[src/rtl/ptb_pkg.sv]
package ptb_pkg;

    localparam int PTB_AW   = 8;
    localparam int PTB_DW   = 8;
    localparam int PTB_MAXI = (1 << PTB_AW) - 1;

    typedef logic [PTB_AW-1:0] idx_t;
    typedef logic [PTB_DW-1:0] byte_t;

    localparam byte_t PTB_NEG_ONE = '1;

    typedef enum logic [2:0] {
        ST_IDLE,
        ST_HEAD0,
        ST_HEAD1,
        ST_HEAD2,
        ST_CHKI,
        ST_CMP,
        ST_FBK
    } ptb_state_e;

    typedef enum logic [1:0] {
        TOP_NONE,
        TOP_WRITE,
        TOP_READ
    } tbl_op_e;

    typedef struct packed {
        tbl_op_e op;
        idx_t    addr;
        byte_t   data;
    } tbl_cmd_t;

    function automatic tbl_cmd_t tbl_write(idx_t a, byte_t d);
        tbl_cmd_t c;
        c.op   = TOP_WRITE;
        c.addr = a;
        c.data = d;
        return c;
    endfunction

    function automatic tbl_cmd_t tbl_read(idx_t a);
        tbl_cmd_t c;
        c.op   = TOP_READ;
        c.addr = a;
        c.data = '0;
        return c;
    endfunction

endpackage

[src/rtl/ptb_ctrl.sv]
module ptb_ctrl
    import ptb_pkg::*;
(
    input  logic     clk,
    input  logic     rst,
    input  logic     start,
    input  byte_t    pat_rdata,
    input  byte_t    tbl_rdata,
    output idx_t     pat_addr,
    output tbl_cmd_t tcmd,
    output logic     busy,
    output logic     done
);

    ptb_state_e state_q, state_d;
    idx_t       i_q, i_d, j_q, j_d;
    byte_t      prev_q, prev_d, cur_q, cur_d;
    logic       empty_q, empty_d;
    logic       done_q, done_d;

    always_comb begin
        state_d  = state_q;
        i_d      = i_q;
        j_d      = j_q;
        prev_d   = prev_q;
        cur_d    = cur_q;
        empty_d  = empty_q;
        done_d   = 1'b0;
        pat_addr = '0;
        tcmd     = '0;
        unique case (state_q)
            ST_IDLE: begin
                if (start) state_d = ST_HEAD0;
            end
            ST_HEAD0: begin
                pat_addr = idx_t'(0);
                tcmd     = tbl_write(idx_t'(0), PTB_NEG_ONE);
                state_d  = ST_HEAD1;
            end
            ST_HEAD1: begin
                pat_addr = idx_t'(1);
                tcmd     = tbl_write(idx_t'(1), '0);
                empty_d  = (pat_rdata == '0);
                state_d  = ST_HEAD2;
            end
            ST_HEAD2: begin
                if (empty_q || pat_rdata == '0) begin
                    state_d = ST_IDLE;
                    done_d  = 1'b1;
                end else begin
                    prev_d   = pat_rdata;
                    i_d      = idx_t'(2);
                    j_d      = '0;
                    pat_addr = idx_t'(2);
                    state_d  = ST_CHKI;
                end
            end
            ST_CHKI: begin
                if (pat_rdata == '0 || i_q == idx_t'(PTB_MAXI)) begin
                    state_d = ST_IDLE;
                    done_d  = 1'b1;
                end else begin
                    cur_d    = pat_rdata;
                    pat_addr = j_q;
                    state_d  = ST_CMP;
                end
            end
            ST_CMP: begin
                if (prev_q == pat_rdata) begin
                    tcmd     = tbl_write(i_q, byte_t'(j_q + 1'b1));
                    i_d      = i_q + 1'b1;
                    j_d      = j_q + 1'b1;
                    prev_d   = cur_q;
                    pat_addr = i_q + 1'b1;
                    state_d  = ST_CHKI;
                end else if (j_q != '0) begin
                    tcmd    = tbl_read(j_q);
                    state_d = ST_FBK;
                end else begin
                    tcmd     = tbl_write(i_q, '0);
                    i_d      = i_q + 1'b1;
                    prev_d   = cur_q;
                    pat_addr = i_q + 1'b1;
                    state_d  = ST_CHKI;
                end
            end
            ST_FBK: begin
                j_d      = idx_t'(tbl_rdata);
                pat_addr = idx_t'(tbl_rdata);
                state_d  = ST_CMP;
            end
            default: state_d = ST_IDLE;
        endcase
    end

    always_ff @(posedge clk) begin
        if (rst) begin
            state_q <= ST_IDLE;
            i_q     <= '0;
            j_q     <= '0;
            prev_q  <= '0;
            cur_q   <= '0;
            empty_q <= 1'b0;
            done_q  <= 1'b0;
        end else begin
            state_q <= state_d;
            i_q     <= i_d;
            j_q     <= j_d;
            prev_q  <= prev_d;
            cur_q   <= cur_d;
            empty_q <= empty_d;
            done_q  <= done_d;
        end
    end

    assign busy = (state_q != ST_IDLE);
    assign done = done_q;

    // candidate stays behind the write index inside the loop
    p_cand_below_idx_r4: assert property (@(posedge clk) disable iff (rst)
        (state_q == ST_CMP || state_q == ST_FBK) |-> (j_q < i_q && i_q >= idx_t'(2)));

    // a fallback read is always followed by a compare with the same i
    p_fbk_keeps_i_r4: assert property (@(posedge clk) disable iff (rst)
        (state_q == ST_FBK) |=> (state_q == ST_CMP && $stable(i_q)));

    // start while busy does not restart the header sequence
    p_no_restart_r8: assert property (@(posedge clk) disable iff (rst)
        (busy && start && state_q != ST_HEAD2 && state_q != ST_CHKI) |=> (state_q != ST_HEAD0));

endmodule

[src/rtl/ptb_memif.sv]
module ptb_memif
    import ptb_pkg::*;
(
    input  tbl_cmd_t tcmd,
    output idx_t     tbl_addr,
    output logic     tbl_we,
    output byte_t    tbl_wdata
);

    assign tbl_addr  = tcmd.addr;
    assign tbl_we    = (tcmd.op == TOP_WRITE);
    assign tbl_wdata = tcmd.data;

endmodule

[src/rtl/prefix_table_builder.sv]
module prefix_table_builder
    import ptb_pkg::*;
(
    input  logic       clk,
    input  logic       rst,
    input  logic       start,
    output logic [7:0] pat_addr,
    input  logic [7:0] pat_rdata,
    output logic [7:0] tbl_addr,
    output logic       tbl_we,
    output logic [7:0] tbl_wdata,
    input  logic [7:0] tbl_rdata,
    output logic       busy,
    output logic       done
);

    tbl_cmd_t tcmd;

    ptb_ctrl u_ctrl (
        .clk       (clk),
        .rst       (rst),
        .start     (start),
        .pat_rdata (pat_rdata),
        .tbl_rdata (tbl_rdata),
        .pat_addr  (pat_addr),
        .tcmd      (tcmd),
        .busy      (busy),
        .done      (done)
    );

    ptb_memif u_memif (
        .tcmd      (tcmd),
        .tbl_addr  (tbl_addr),
        .tbl_we    (tbl_we),
        .tbl_wdata (tbl_wdata)
    );

    p_done_single_r7: assert property (@(posedge clk) disable iff (rst)
        done |=> !done);

    p_busy_fall_done_r7: assert property (@(posedge clk) disable iff (rst)
        $fell(busy) |-> done);

    p_busy_rise_start_r7: assert property (@(posedge clk) disable iff (rst)
        $rose(busy) |-> $past(start));

    p_write_in_busy_r9: assert property (@(posedge clk) disable iff (rst)
        tbl_we |-> busy);

    p_first_entry_r1: assert property (@(posedge clk) disable iff (rst)
        $rose(busy) |-> (tbl_we && tbl_addr == 8'd0 && tbl_wdata == 8'hFF));

    p_second_entry_r1: assert property (@(posedge clk) disable iff (rst)
        $rose(busy) |=> (tbl_we && tbl_addr == 8'd1 && tbl_wdata == 8'h00));

endmodule

[config.mk]
export PLATFORM = sky130hd
export DESIGN_NAME = prefix_table_builder
export DESIGN_NICKNAME = d
export VERILOG_FILES = /design/src/rtl/ptb_pkg.sv /design/src/rtl/ptb_ctrl.sv /design/src/rtl/ptb_memif.sv /design/src/rtl/prefix_table_builder.sv
export SDC_FILE = /design/constraint.sdc
export NUM_CORES = 1
export LEC_CHECK = 0
export BUFFER_PORTS_ARGS = -buffer_cell sky130_fd_sc_hd__buf_2
export CAP_MARGIN = 20
export CORE_ASPECT_RATIO = 1.4
export CORE_MARGIN = 2
export CORE_UTILIZATION = 52
export CTS_BUF_LIST = sky130_fd_sc_hd__clkbuf_4 sky130_fd_sc_hd__clkbuf_8
export CTS_CLUSTER_SIZE = 24
export DETAILED_ROUTE_END_ITERATION = 8
export PLACE_DENSITY = 0.78
export SETUP_SLACK_MARGIN = 0.5
export SYNTH_ARGS = -nofsm -noshare
export SYNTH_HDL_FRONTEND = slang
export SYNTH_SLANG_ARGS = --single-unit
[constraint.sdc]
create_clock -name clk -period 2.4 [get_ports clk]
set_input_delay 0.48 -clock clk [delete_from_list [all_inputs] [get_ports clk]]
set_output_delay 0.48 -clock clk [all_outputs]
set_load 0.1 [all_outputs]
==> results of run 1 <==
-- Yosys cell counts, drive strengths merged (2+ instances only) --
| cell | number | area share |
|---|---|---|
| nor3 | 12 | 0.024 |
| o211ai | 7 | 0.021 |
| a211oi | 4 | 0.014 |
| and3 | 2 | 0.0050 |
| a31oi | 10 | 0.037 |
| clkbuf | 17 | 0.025 |
| nand2 | 47 | 0.071 |
| a22oi | 5 | 0.015 |
| a221oi | 2 | 0.0070 |
| inv | 7 | 0.010 |
| nand3 | 12 | 0.024 |
| xnor2 | 11 | 0.038 |
| nand4 | 3 | 0.0075 |
| xor2 | 9 | 0.031 |
| ha | 3 | 0.015 |
| o21ai | 14 | 0.028 |
| and4 | 2 | 0.0070 |
| a21oi | 17 | 0.035 |
| dfxtp | 37 | 0.30 |
| buf | 10 | 0.021 |
| a311oi | 13 | 0.065 |
| o31ai | 4 | 0.012 |
| nor2 | 29 | 0.043 |
| nand3b | 3 | 0.0090 |
| mux2i | 14 | 0.056 |
| or4 | 7 | 0.022 |
-- kinds of logic after synthesis --
| logic type | count (synthesis) | share of synthesized area |
|---|---|---|
| xor gates and xnor gates | 20 | 0.0700 |
| and+or+nand+nor | 123 | 0.233 |
| muxes | 14 | 0.0560 |
| AOI/OAI and AO/OA | 86 | 0.272 |
| DFF | 37 | 0.296 |
| buffers and inverters | 34 | 0.0575 |
| adders and majority gates | 3 | 0.0150 |
-- metrics by stage --
stage          hold WS, ns  std cells  setup WS, ns   util
2_1_floorplan        0.450        317        -0.651      -
3_3_place_gp         0.468        441        -0.160  0.836
3_5_place_dp         0.484        441        -0.208  0.836
==> impl_summary.md, run 1 <==
CTS
The H-tree generated during clock tree synthesis spans 2 levels. The number of buffers added to fix hold violations after cts is 0. The root buffer cell is sky130_fd_sc_hd__clkbuf_8. In this run, post-CTS repair resized a total of 92 instances. In this run the deepest clock path goes through 2 buffers. The number of sinks handled by clock tree synthesis is 37.

Counting the buffers created by CTS gives 5. Post-CTS timing repair inserted 20 buffers for setup.

Logic synthesis
The number of nets handed over by synthesis was 339. In this run the mean area of a mapped cell was 7.90 µm². The cell area after technology mapping is 0.00250 mm². The post-synthesis sequential area ratio is 0.296. Yosys mapped the design onto 51 distinct sky130hd cell types. The leading register cell type out of synthesis is sky130_fd_sc_hd__dfxtp_1.

The count of mapped cells out of synthesis is 317. In this run, synthesis inferred 0 flip-flops with an integrated enable. The synthesis-stage register bit count is 37. The fraction of synthesis flops using an asynchronous set or reset pin is 0. For this run, the number of Yosys warnings is 0.

Placed design
The congestion estimate from routability-driven global placement came to around 0.89. The placed wire-length estimate after detailed placement is 6400 µm. Buffers placed on the I/O ports in this run total 45. After detailed placement, the total cell area comes to ~0.0038 mm².

Die
Row generation in the floorplan step produced 29 rows. The initial utilization of the core area, before any placement, comes to 0.548. The floorplan step set the die height to approximately 86 µm.

The number of placed I/O pins is 46. Measured along the x axis, the die boundary spans 62.6 µm.

Status
The first error in the log reads "[ERROR DPL-0033] detailed placement checks failed during check placement". It got as far as clock tree synthesis (4_1_cts) and failed there. The run stopped with a tool error.
==> run 2, diff against run 1 <==
- CORE_ASPECT_RATIO: 1.4 -> default
- CORE_UTILIZATION: 52 -> 40
- CTS_BUF_LIST: sky130_fd_sc_hd__clkbuf_4 sky130_fd_sc_hd__clkbuf_8 -> default
- CTS_CLUSTER_SIZE: 24 -> default
- PLACE_DENSITY: 0.78 -> default
- PLACE_DENSITY_LB_ADDON: default -> 0.15
- SETUP_SLACK_MARGIN: 0.5 -> default
- clock period: 2.4 -> 3.12 ns (I/O delays scaled with it)
==> run 2 against run 1 <==
Net effect:
- the run now ends clean
- synthesized area did not move
- synthesized cell count stayed put
==> impl_summary.md, run 2 <==
Placed design
The final weighted congestion in routability-driven placement is 0.861 (was 0.894). The count of buffers from port buffering came to 45 (unchanged). The placed wire-length estimate after detailed placement was 5590 µm (was 6400 µm).

The area of placed instances came to 0.00340 mm² (was 0.00382 mm²). The pre-CTS setup slack came to 0.0911 ns (was -0.208 ns).

Die
The height of the die came to 83.1 µm (was 86.1 µm). The site row count came to 28 (was 29). The die covers 0.00691 mm². The effective utilization at floorplan is 0.418 (was 0.548). The chip width is 83.1 µm (was 62.6 µm). The number of placed I/O pins is 46 (unchanged). The placeable core region is 0.00599 mm².

GRT
The met2 layer usage reported by global route is 0.386. The via count of the first global-routing pass is about 2500. The met3 global-route usage is 0.0388. In the global route stage, overall resource usage came out at 0.219. Entering global routing, the biggest net connects 20 pins. The first-pass GRT wire length is between 10000 and 15000 µm.

Summed over all layers, the global routing overflow is 0. The number of antenna violations at the first check in global routing is 0. In this run the most used layer during global routing was met2. The global-route track usage on met1 is 0.270.

Logic synthesis
The number of synthesized flops with an enable pin is 0 (unchanged). The cell area after technology mapping was 0.00250 mm² (unchanged). The average footprint of a synthesized cell came to 7.90 µm² (unchanged). The post-synthesis sequential area ratio is 0.296 (unchanged). The number of distinct library cells after synthesis came to 51 (unchanged).

The fraction of synthesized cell area taken by the top area cell type is 0.296 (unchanged). The net count after synthesis is 339 (unchanged). Top cells by instance count after synthesis: sky130_fd_sc_hd__nand2_1 (46), sky130_fd_sc_hd__dfxtp_1 (37), sky130_fd_sc_hd__nor2_1 (29) (unchanged). The synthesis-stage register bit count is 37 (unchanged).

The fraction of synthesis flops using an asynchronous set or reset pin came to 0 (unchanged). Top cells by area in the synthesized netlist: sky130_fd_sc_hd__dfxtp_1 (30%), sky130_fd_sc_hd__nand2_1 (6.9%), sky130_fd_sc_hd__mux2i_1 (5.6%) (unchanged). The leading register cell type out of synthesis is sky130_fd_sc_hd__dfxtp_1 (unchanged).

The count of mapped cells out of synthesis was 317 (unchanged). The largest area contributor in the netlist was sky130_fd_sc_hd__dfxtp_1 (unchanged). The most frequently used cell type in the post-synthesis netlist is sky130_fd_sc_hd__nand2_1 (unchanged). The number of warnings printed during yosys synthesis came to 0 (unchanged).

CTS
Clock latency on the worst-skew pair, taken at its later pin, is 0.30 ns. The number of levels in the clock H-tree is 2 (unchanged). The root buffer cell was sky130_fd_sc_hd__clkbuf_8 (unchanged). The number of sinks handled by clock tree synthesis is 37 (unchanged). The maximum buffer depth of the clock tree is 2 (unchanged). The CTS tree is yes. The clock transition at the register clock pins on the worst setup and hold paths after CTS is around 0.070 ns. The number of buffers created by CTS is 5 (unchanged).

Route
The final route contains 2538 vias. The total DRC errors in the routed layout is 0. The total wire length after detailed routing is 7360 µm.

The vias per cell is 5.81. Before antenna repair, the detailed router went through 4 iterations. The average wire per cell in the routed design is 16.8 µm.

Once detail routing completed, the nets flagged for antenna violations numbered 0. The number of design-rule violations left by the first detailed-router iteration is 140.

Min path
The worst hold path belongs to the class reg2reg.

Finish
In the layout the commonest cells are sky130_fd_sc_hd__nand2_1 (45), sky130_fd_sc_hd__dfxtp_1 (36), sky130_fd_sc_hd__buf_2 (23), sky130_fd_sc_hd__buf_12 (23), sky130_fd_sc_hd__nor2_1 (22). The most common cell after layout, fill and taps aside is sky130_fd_sc_hd__nand2_1. The layout overhead on the synthesized area is 41.0%. Fill cells in the final layout number 542. The number of nets at the end of the flow is ~380. Of the cells placed in the final design, the portion with a size suffix greater than 1 is 0.331. The number of antenna cells inserted is 0. After routing the design area is 0.00353 mm².

STA
In the final timing run, aggregate negative setup slack is 0 ns. The clock tree skew after final layout is 0.00619 ns. Setup repair after global routing left no endpoint under its margin. The count of endpoints failing hold in the final timing report is 0.

The final worst setup slack is 0.120 ns. The period utilization is 0.961. At the pin with the least slew margin, the transition time is 0.739 ns. The timing-limited maximum frequency is about 0.33 GHz. The smallest clock period supported by the final layout is computed as 3.00 ns. The final-report setup violation count is 0. The worst max-slew margin expressed relative to the limit is 0.505. The number of slew-limit violations in the final report was 0.

The worst hold slack is 0.483 ns.

Job
The count of maximum capacitance violations is 0.

Critical path
The worst setup path is captured at an output pin. The endpoint required time on the critical path is ~2.5 ns. STA classifies the critical path startpoint as a register. Of all nets on the critical path, the largest fanout is 16. The data arrival time of the critical path is 2.38 ns. The critical path class is reg2out.

Power and ir drop
VDD sags by at most 0.240 mV. For this design the ratio of total power to cell area is 393 mW/mm². After layout, the design draws a total of 1.39 mW. The leakage power total is 1.25 nW.

Status
Status: complete, no violations (was did not finish).
==> run 2: cells by family (layout without fill, tap and decap cells) <==
family | after synthesis | count (layout) | share of synthesized area
AO/OA/AOI/OAI | 86 | 86 | 0.272
XOR/XNOR | 20 | 20 | 0.0700
flip-flops | 37 | 37 | 0.296
adder cells (fa/ha/maj) | 3 | 3 | 0.0150
buffers and inverters | 34 | 79 | 0.0575
multiplexers | 14 | 14 | 0.0560
AND/OR/NAND/NOR | 123 | 123 | 0.233
==> run 2: repair_timing <==
action	CTS	global route
hold buffers	0	0
resized for setup	0	2
setup buffers	0	0
hold endpoints to repair	0	0
endpoints found under the setup margin	0	5
==> run 2: area by class of cell <==
type | instances | area, µm² | area share
Tap cell | 75 | 93.8 | 0.0266
Inverter | 7 | 26.3 | 0.00744
Timing Repair Buffer | 64 | 714 | 0.202
Multi-Input combinational cell | 246 | 1840 | 0.521
Sequential cell | 37 | 742 | 0.210
Clock buffer | 7 | 86.3 | 0.0245
Clock inverter | 1 | 30.0 | 0.00850
==> run 2: routing by layer <==
layer,wire [µm],vias up,part of all wire
met3,372,13,0.051
li1,-,1249,-
met5,0,-,0
met4,111,0,0.015
met1,3130,1198,0.43
met2,3740,78,0.51
==> run 2: worst paths after layout <==
path,start,end,slack (ns),cells after the start
min reg2reg,u_ctrl.empty_q,u_ctrl.empty_q,0.48,2
min,u_ctrl.empty_q,u_ctrl.empty_q,0.48,2
max reg2reg,u_ctrl.state_q[0],u_ctrl.i_q[1],0.83,6
max,u_ctrl.i_q[0],pat_addr[4],0.12,8
==> run 2: report_power, final <==
part | internal [mW] | leakage [nW] | total (mW) | switching, mW
clock network | 0.261 | 0.0585 | 0.437 | 0.176
registers | 0.484 | 0.299 | 0.509 | 0.0245
logic | 0.155 | 0.888 | 0.440 | 0.285
total | 0.900 | 1.25 | 1.39 | 0.486
==> run 2: critical path: stages, from the launching register on <==
cell and delay [ns]:
sky130_fd_sc_hd__dfxtp_2 0.37, sky130_fd_sc_hd__ha_1 0.27, sky130_fd_sc_hd__nand3_1 0.17, sky130_fd_sc_hd__nor2_1 0.12
sky130_fd_sc_hd__a311oi_2 0.39, sky130_fd_sc_hd__buf_6 0.27, sky130_fd_sc_hd__a22oi_1 0.10, sky130_fd_sc_hd__o21ai_1 0.18
sky130_fd_sc_hd__buf_12 0.21
==> run 2: metrics by stage <==
step	cells	util
floorplan	317	-
global placement	428	0.568
detailed placement	428	0.568
CTS	436	0.588
global route	437	0.589
finish	437	0.589
(Power assumes the default switching activity.)
==> run 3, diff against run 2 <==
- SYNTH_HIERARCHICAL: default -> 1
==> run 3 against run 2 <==
Net effect:
- count of clock-buffer cells in the layout fell by 1
- hold slack improved by 0.027 ns
- sequential share of layout area rose by 0.86 points
- first-iteration DRC count rose by 1.4%
- combinational power fell by 3%
- sequential power barely moved
- die area rose by 3.6%
- worst setup slack got worse by 0.0025 ns
- critical path type unchanged
==> impl_summary.md, run 3 <==
Status
Status: complete, no violations (unchanged).

Power and ir drop
The total net switching power was 472 µW (was 486 µW). The leakage power total is 1.23 nW (was 1.25 nW). The clock network fraction of design power is 0.257 (was 0.315).

The power per unit of standard cell area came to 373 mW/mm² (was 393 mW/mm²). The portion of total power attributed to sequential cells is 0.405 (was 0.367). The switching share of power is 0.374 (was 0.350). The combinational share of power came to 0.338 (was 0.318).

The worst IR drop on VDD is 0.356 mV (was 0.240 mV). The internal power was 789 µW (was 900 µW).

Logic synthesis
The number of distinct library cells after synthesis is 61 (was 51). Top cells by area in the synthesized netlist: sky130_fd_sc_hd__dfxtp_1 (29%), sky130_fd_sc_hd__nor2_1 (5.6%), sky130_fd_sc_hd__nand2_1 (5.1%) (was sky130_fd_sc_hd__dfxtp_1 (30%), sky130_fd_sc_hd__nand2_1 (6.9%), sky130_fd_sc_hd__mux2i_1 (5.6%)). The post-synthesis sequential area ratio is 0.285 (was 0.296). The number of synthesized flops with an enable pin is 0 (unchanged). The most frequently used cell type in the post-synthesis netlist is sky130_fd_sc_hd__nor2_1 (was sky130_fd_sc_hd__nand2_1). Top cells by instance count after synthesis: sky130_fd_sc_hd__nor2_1 (39), sky130_fd_sc_hd__dfxtp_1 (37), sky130_fd_sc_hd__nand2_1 (35) (was sky130_fd_sc_hd__nand2_1 (46), sky130_fd_sc_hd__dfxtp_1 (37), sky130_fd_sc_hd__nor2_1 (29)).

The cell area after technology mapping is 0.00260 mm² (was 0.00250 mm²). The number of warnings printed during yosys synthesis is 6 (was 0). The fraction of synthesized cell area taken by the top area cell type is 0.285 (was 0.296). The leading register cell type out of synthesis is sky130_fd_sc_hd__dfxtp_1 (unchanged). The largest area contributor in the netlist is sky130_fd_sc_hd__dfxtp_1 (unchanged).

The synthesis-stage register bit count is 37 (unchanged). The net count after synthesis is 349 (was 339). The fraction of synthesis flops using an asynchronous set or reset pin was 0 (unchanged). The average footprint of a synthesized cell came to 7.95 µm² (was 7.90 µm²). The count of mapped cells out of synthesis is 327 (was 317).

Route
The vias per cell came to 5.79 (was 5.81). The number of nets with antenna violations after routing is 0 (unchanged). The total wire length after detailed routing came to 7360 µm (about the same). The total DRC errors in the routed layout is 0 (unchanged). The number of detailed-route iterations in the first pass was 4 (unchanged). The average wire per cell in the routed design was 17.0 µm (was 16.8 µm).

The number of design-rule violations left by the first detailed-router iteration is 142 (was 140). The via count is 2514 (was 2538).

CTS
The number of buffers created by CTS is 5 (unchanged). The maximum buffer depth of the clock tree is 2 (unchanged). The clock transition at the register clock pins on the worst setup and hold paths after CTS is 0.07 ns (about the same). The root buffer cell was sky130_fd_sc_hd__clkbuf_8 (unchanged). The CTS tree is yes (unchanged). The number of buffers added to fix hold violations after cts is 0 (unchanged). The number of levels in the clock H-tree is 2 (unchanged). The worst-skew pair later-pin latency is 0.29 ns (was 0.30 ns). The number of sinks handled by clock tree synthesis is 37 (unchanged).

Critical path
The number of buffers and inverters on the critical path is 1 (was 2). The endpoint required time on the critical path is 2.50 ns (about the same). The element type at the critical path end is an output pin (unchanged). The worst setup path startpoint is u_ctrl/i_q[0] (was u_ctrl.i_q[0]). The worst setup slack for register-to-register paths came to 0.84 ns (was 0.83 ns). The critical path class is reg2out (unchanged). The number of cell instances on the worst register-to-register path came to 8 (was 6).

The delay of the slowest cell on the worst path is 0.42 ns (was 0.39 ns). The endpoint of the lowest-slack register-to-register path is u_ctrl/prev_q[1] (was u_ctrl.i_q[1]). The largest driver fanout on the critical path is 6 (was 16). Critical path, cell by cell: ha_1 > nand3_1 > or3_1 > a21oi_1 > a22oi_1 > nand2_2 > buf_12 (was ha_1 > nand3_1 > nor2_1 > a311oi_2 > buf_6 > a22oi_1 > o21ai_1 > buf_12). The number of stages on the worst setup path is 7 (was 8). The gate family responsible for the most delay along the worst path is simple AND/OR/NAND/NOR gates (was compound AO/OA/AOI/OAI gates). The destination of the critical timing path is pat_addr[6] (was pat_addr[4]). The data arrival time of the critical path was 2.38 ns (about the same).

The kind of start point of the critical path is a register (unchanged). The cell with the largest stage delay on the worst path was sky130_fd_sc_hd__dfxtp_1 (was sky130_fd_sc_hd__a311oi_2). The startpoint of the worst register-to-register path is u_ctrl/j_q[0] (was u_ctrl.state_q[0]).

Die
The site row count is 29 (was 28). The height of the die is 84.6 µm (was 83.1 µm). The placeable core region was 0.00631 mm² (was 0.00599 mm²). The chip width is 84.6 µm (was 83.1 µm). The die outline area is 0.00716 mm² (was 0.00691 mm²). The effective utilization at floorplan was 0.412 (was 0.418). The number of placed I/O pins is 46 (unchanged).

Job
The count of maximum capacitance violations is 0 (unchanged).

GRT
The total overflow reported by the global router is 0 (unchanged). The overall track demand over capacity in global routing came to 0.209 (was 0.219). The via count of the first global-routing pass is 2381 (was 2488). The largest net degree at the start of global routing is 35 (was 20). The first-pass GRT wire length was 12000 µm (was 12300 µm). The number of antenna violations at the first check in global routing was 0 (unchanged).

STA
The final critical-path required period is 3.00 ns (about the same). The number of slew-limit violations in the final report is 0 (unchanged). Unrepaired setup endpoints after global routing: no (unchanged). The clock tree skew after final layout came to 0.00529 ns (was 0.00619 ns). The final worst setup slack is 0.118 ns (was 0.120 ns). The timing-limited maximum frequency is 0.333 GHz (about the same). The transition time of the tightest slew-check pin was 0.619 ns (was 0.739 ns). The worst max-slew margin expressed relative to the limit is 0.587 (was 0.505). The period utilization is 0.962 (was 0.961). The worst hold slack was 0.510 ns (was 0.483 ns). The count of endpoints failing hold in the final timing report is 0 (unchanged). The final-report setup violation count came to 0 (unchanged).

Placed design
The placed wire-length estimate after detailed placement is 5460 µm (was 5590 µm). The final weighted congestion in routability-driven placement was 0.862 (was 0.861). The pre-CTS setup slack was -0.0297 ns (was 0.0911 ns). The count of buffers from port buffering is 45 (unchanged).

Finish
The number of nets at the end of the flow is 378 (was 383). The number of antenna cells inserted is 0 (unchanged). The most common cell after layout, fill and taps aside was sky130_fd_sc_hd__nor2_1 (was sky130_fd_sc_hd__nand2_1). The number of fillers in the final layout is 614 (was 542).

Commonest cells after routing, fill and taps aside: sky130_fd_sc_hd__nor2_1 (39), sky130_fd_sc_hd__dfxtp_1 (37), sky130_fd_sc_hd__nand2_1 (33) (was sky130_fd_sc_hd__nand2_1 (45), sky130_fd_sc_hd__dfxtp_1 (36), sky130_fd_sc_hd__buf_2 (23), sky130_fd_sc_hd__buf_12 (23), sky130_fd_sc_hd__nor2_1 (22)). The ratio of cells with drive above 1 in the final layout is 0.275 (was 0.331). The layout overhead on the synthesized area is 30.3% (was 41.0%).

Min path
The path class of the lowest-slack min-delay path is reg2reg (unchanged).
## run 3: cell count changes in the layout (fill, tap and decap cells not counted), moves of 5 or more
cell,change
sky130_fd_sc_hd__a31oi_1,-6
sky130_fd_sc_hd__o21ai_0,+5
sky130_fd_sc_hd__nand2_1,-12
sky130_fd_sc_hd__nor2_2,-7
sky130_fd_sc_hd__a311oi_2,-9
sky130_fd_sc_hd__nor2_1,+17
sky130_fd_sc_hd__o21ai_2,-5
sky130_fd_sc_hd__o221a_1,+9
sky130_fd_sc_hd__xor2_1,-6
sky130_fd_sc_hd__mux2i_1,-6
## run 3: final cells by class
class / count / area, µm² / area share
multi-input combinational: 240 / 1720 / 0.507
inverter: 7 / 26.3 / 0.00776
timing repair buffer: 65 / 724 / 0.214
tap: 77 / 96.3 / 0.0284
clock inverter: 2 / 10.0 / 0.00296
sequential: 37 / 741 / 0.219
clock buffer: 6 / 72.6 / 0.0214
## run 3: worst min-delay path by stage
stage	slack (ns)	end	cells after the start	startpoint
after detailed placement	0.49	u_ctrl/cur_q[0]	2	u_ctrl/cur_q[0]
after global routing	0.55	u_ctrl/cur_q[0]	2	u_ctrl/cur_q[0]
after global placement	0.48	u_ctrl/cur_q[6]	2	u_ctrl/cur_q[6]
final	0.51	u_ctrl/cur_q[0]	2	u_ctrl/cur_q[0]
after floorplan	0.46	u_ctrl/cur_q[4]	2	u_ctrl/cur_q[4]
after CTS	0.51	u_ctrl/cur_q[0]	2	u_ctrl/cur_q[0]
## run 3: repair_timing
| action | 4_1_cts | 5_1_grt |
|---|---|---|
| pin swaps | 1 | 0 |
| resized for setup | 0 | 3 |
| buffers inserted | 2 | 0 |
| setup endpoints to repair | 7 | 7 |
## run 3: cells by family after synthesis
kind of cell,share of synthesized area
muxes,0.0308
xor gates and xnor gates,0.0607
buffers and inverters,0.104
AOI/OAI and AO/OA,0.256
DFF,0.285
adders and majority gates,0.0144
and+or+nand+nor,0.250
## run 3: metrics by stage
step                      cells  total power, mW   util  setup TNS [ns]  instance area (µm²)
final                       434             1.26  0.536               0                 3390
after global routing        434             1.31  0.536               0                 3390
after CTS                   434             1.27  0.535               0                 3380
after detailed placement    424            0.945  0.520         -0.0371                 3280
after global placement      424            0.943  0.520               0                 3280
after floorplan             327            0.825      -           -1.52                 2730
## run 3: worst min-delay path, delay by kind of cell (launching register included)
| family | cells | cell delay, ns |
|---|---|---|
| DFF | 1 | 0.34 |
| muxes | 1 | 0.07 |
| and+or+nand+nor | 1 | 0.07 |
## run 3: layer usage
layer / vias to the layer above / GRT usage / wire (µm)
met5: - / 0 / 0
met1: 1193 / 0.284 / 3370
met2: 83 / 0.342 / 3470
met3: 8 / 0.0305 / 406
li1: 1230 / - / -
met4: 0 / 0.0664 / 114
## run 3: power groups by stage
stage               clock network, mW  registers, mW  logic [mW]
finish                          0.324          0.511       0.427
global route                    0.351          0.513       0.449
CTS                             0.337          0.510       0.425
detailed placement                  0          0.521       0.424
floorplan                           0          0.508       0.316
global placement                    0          0.521       0.422
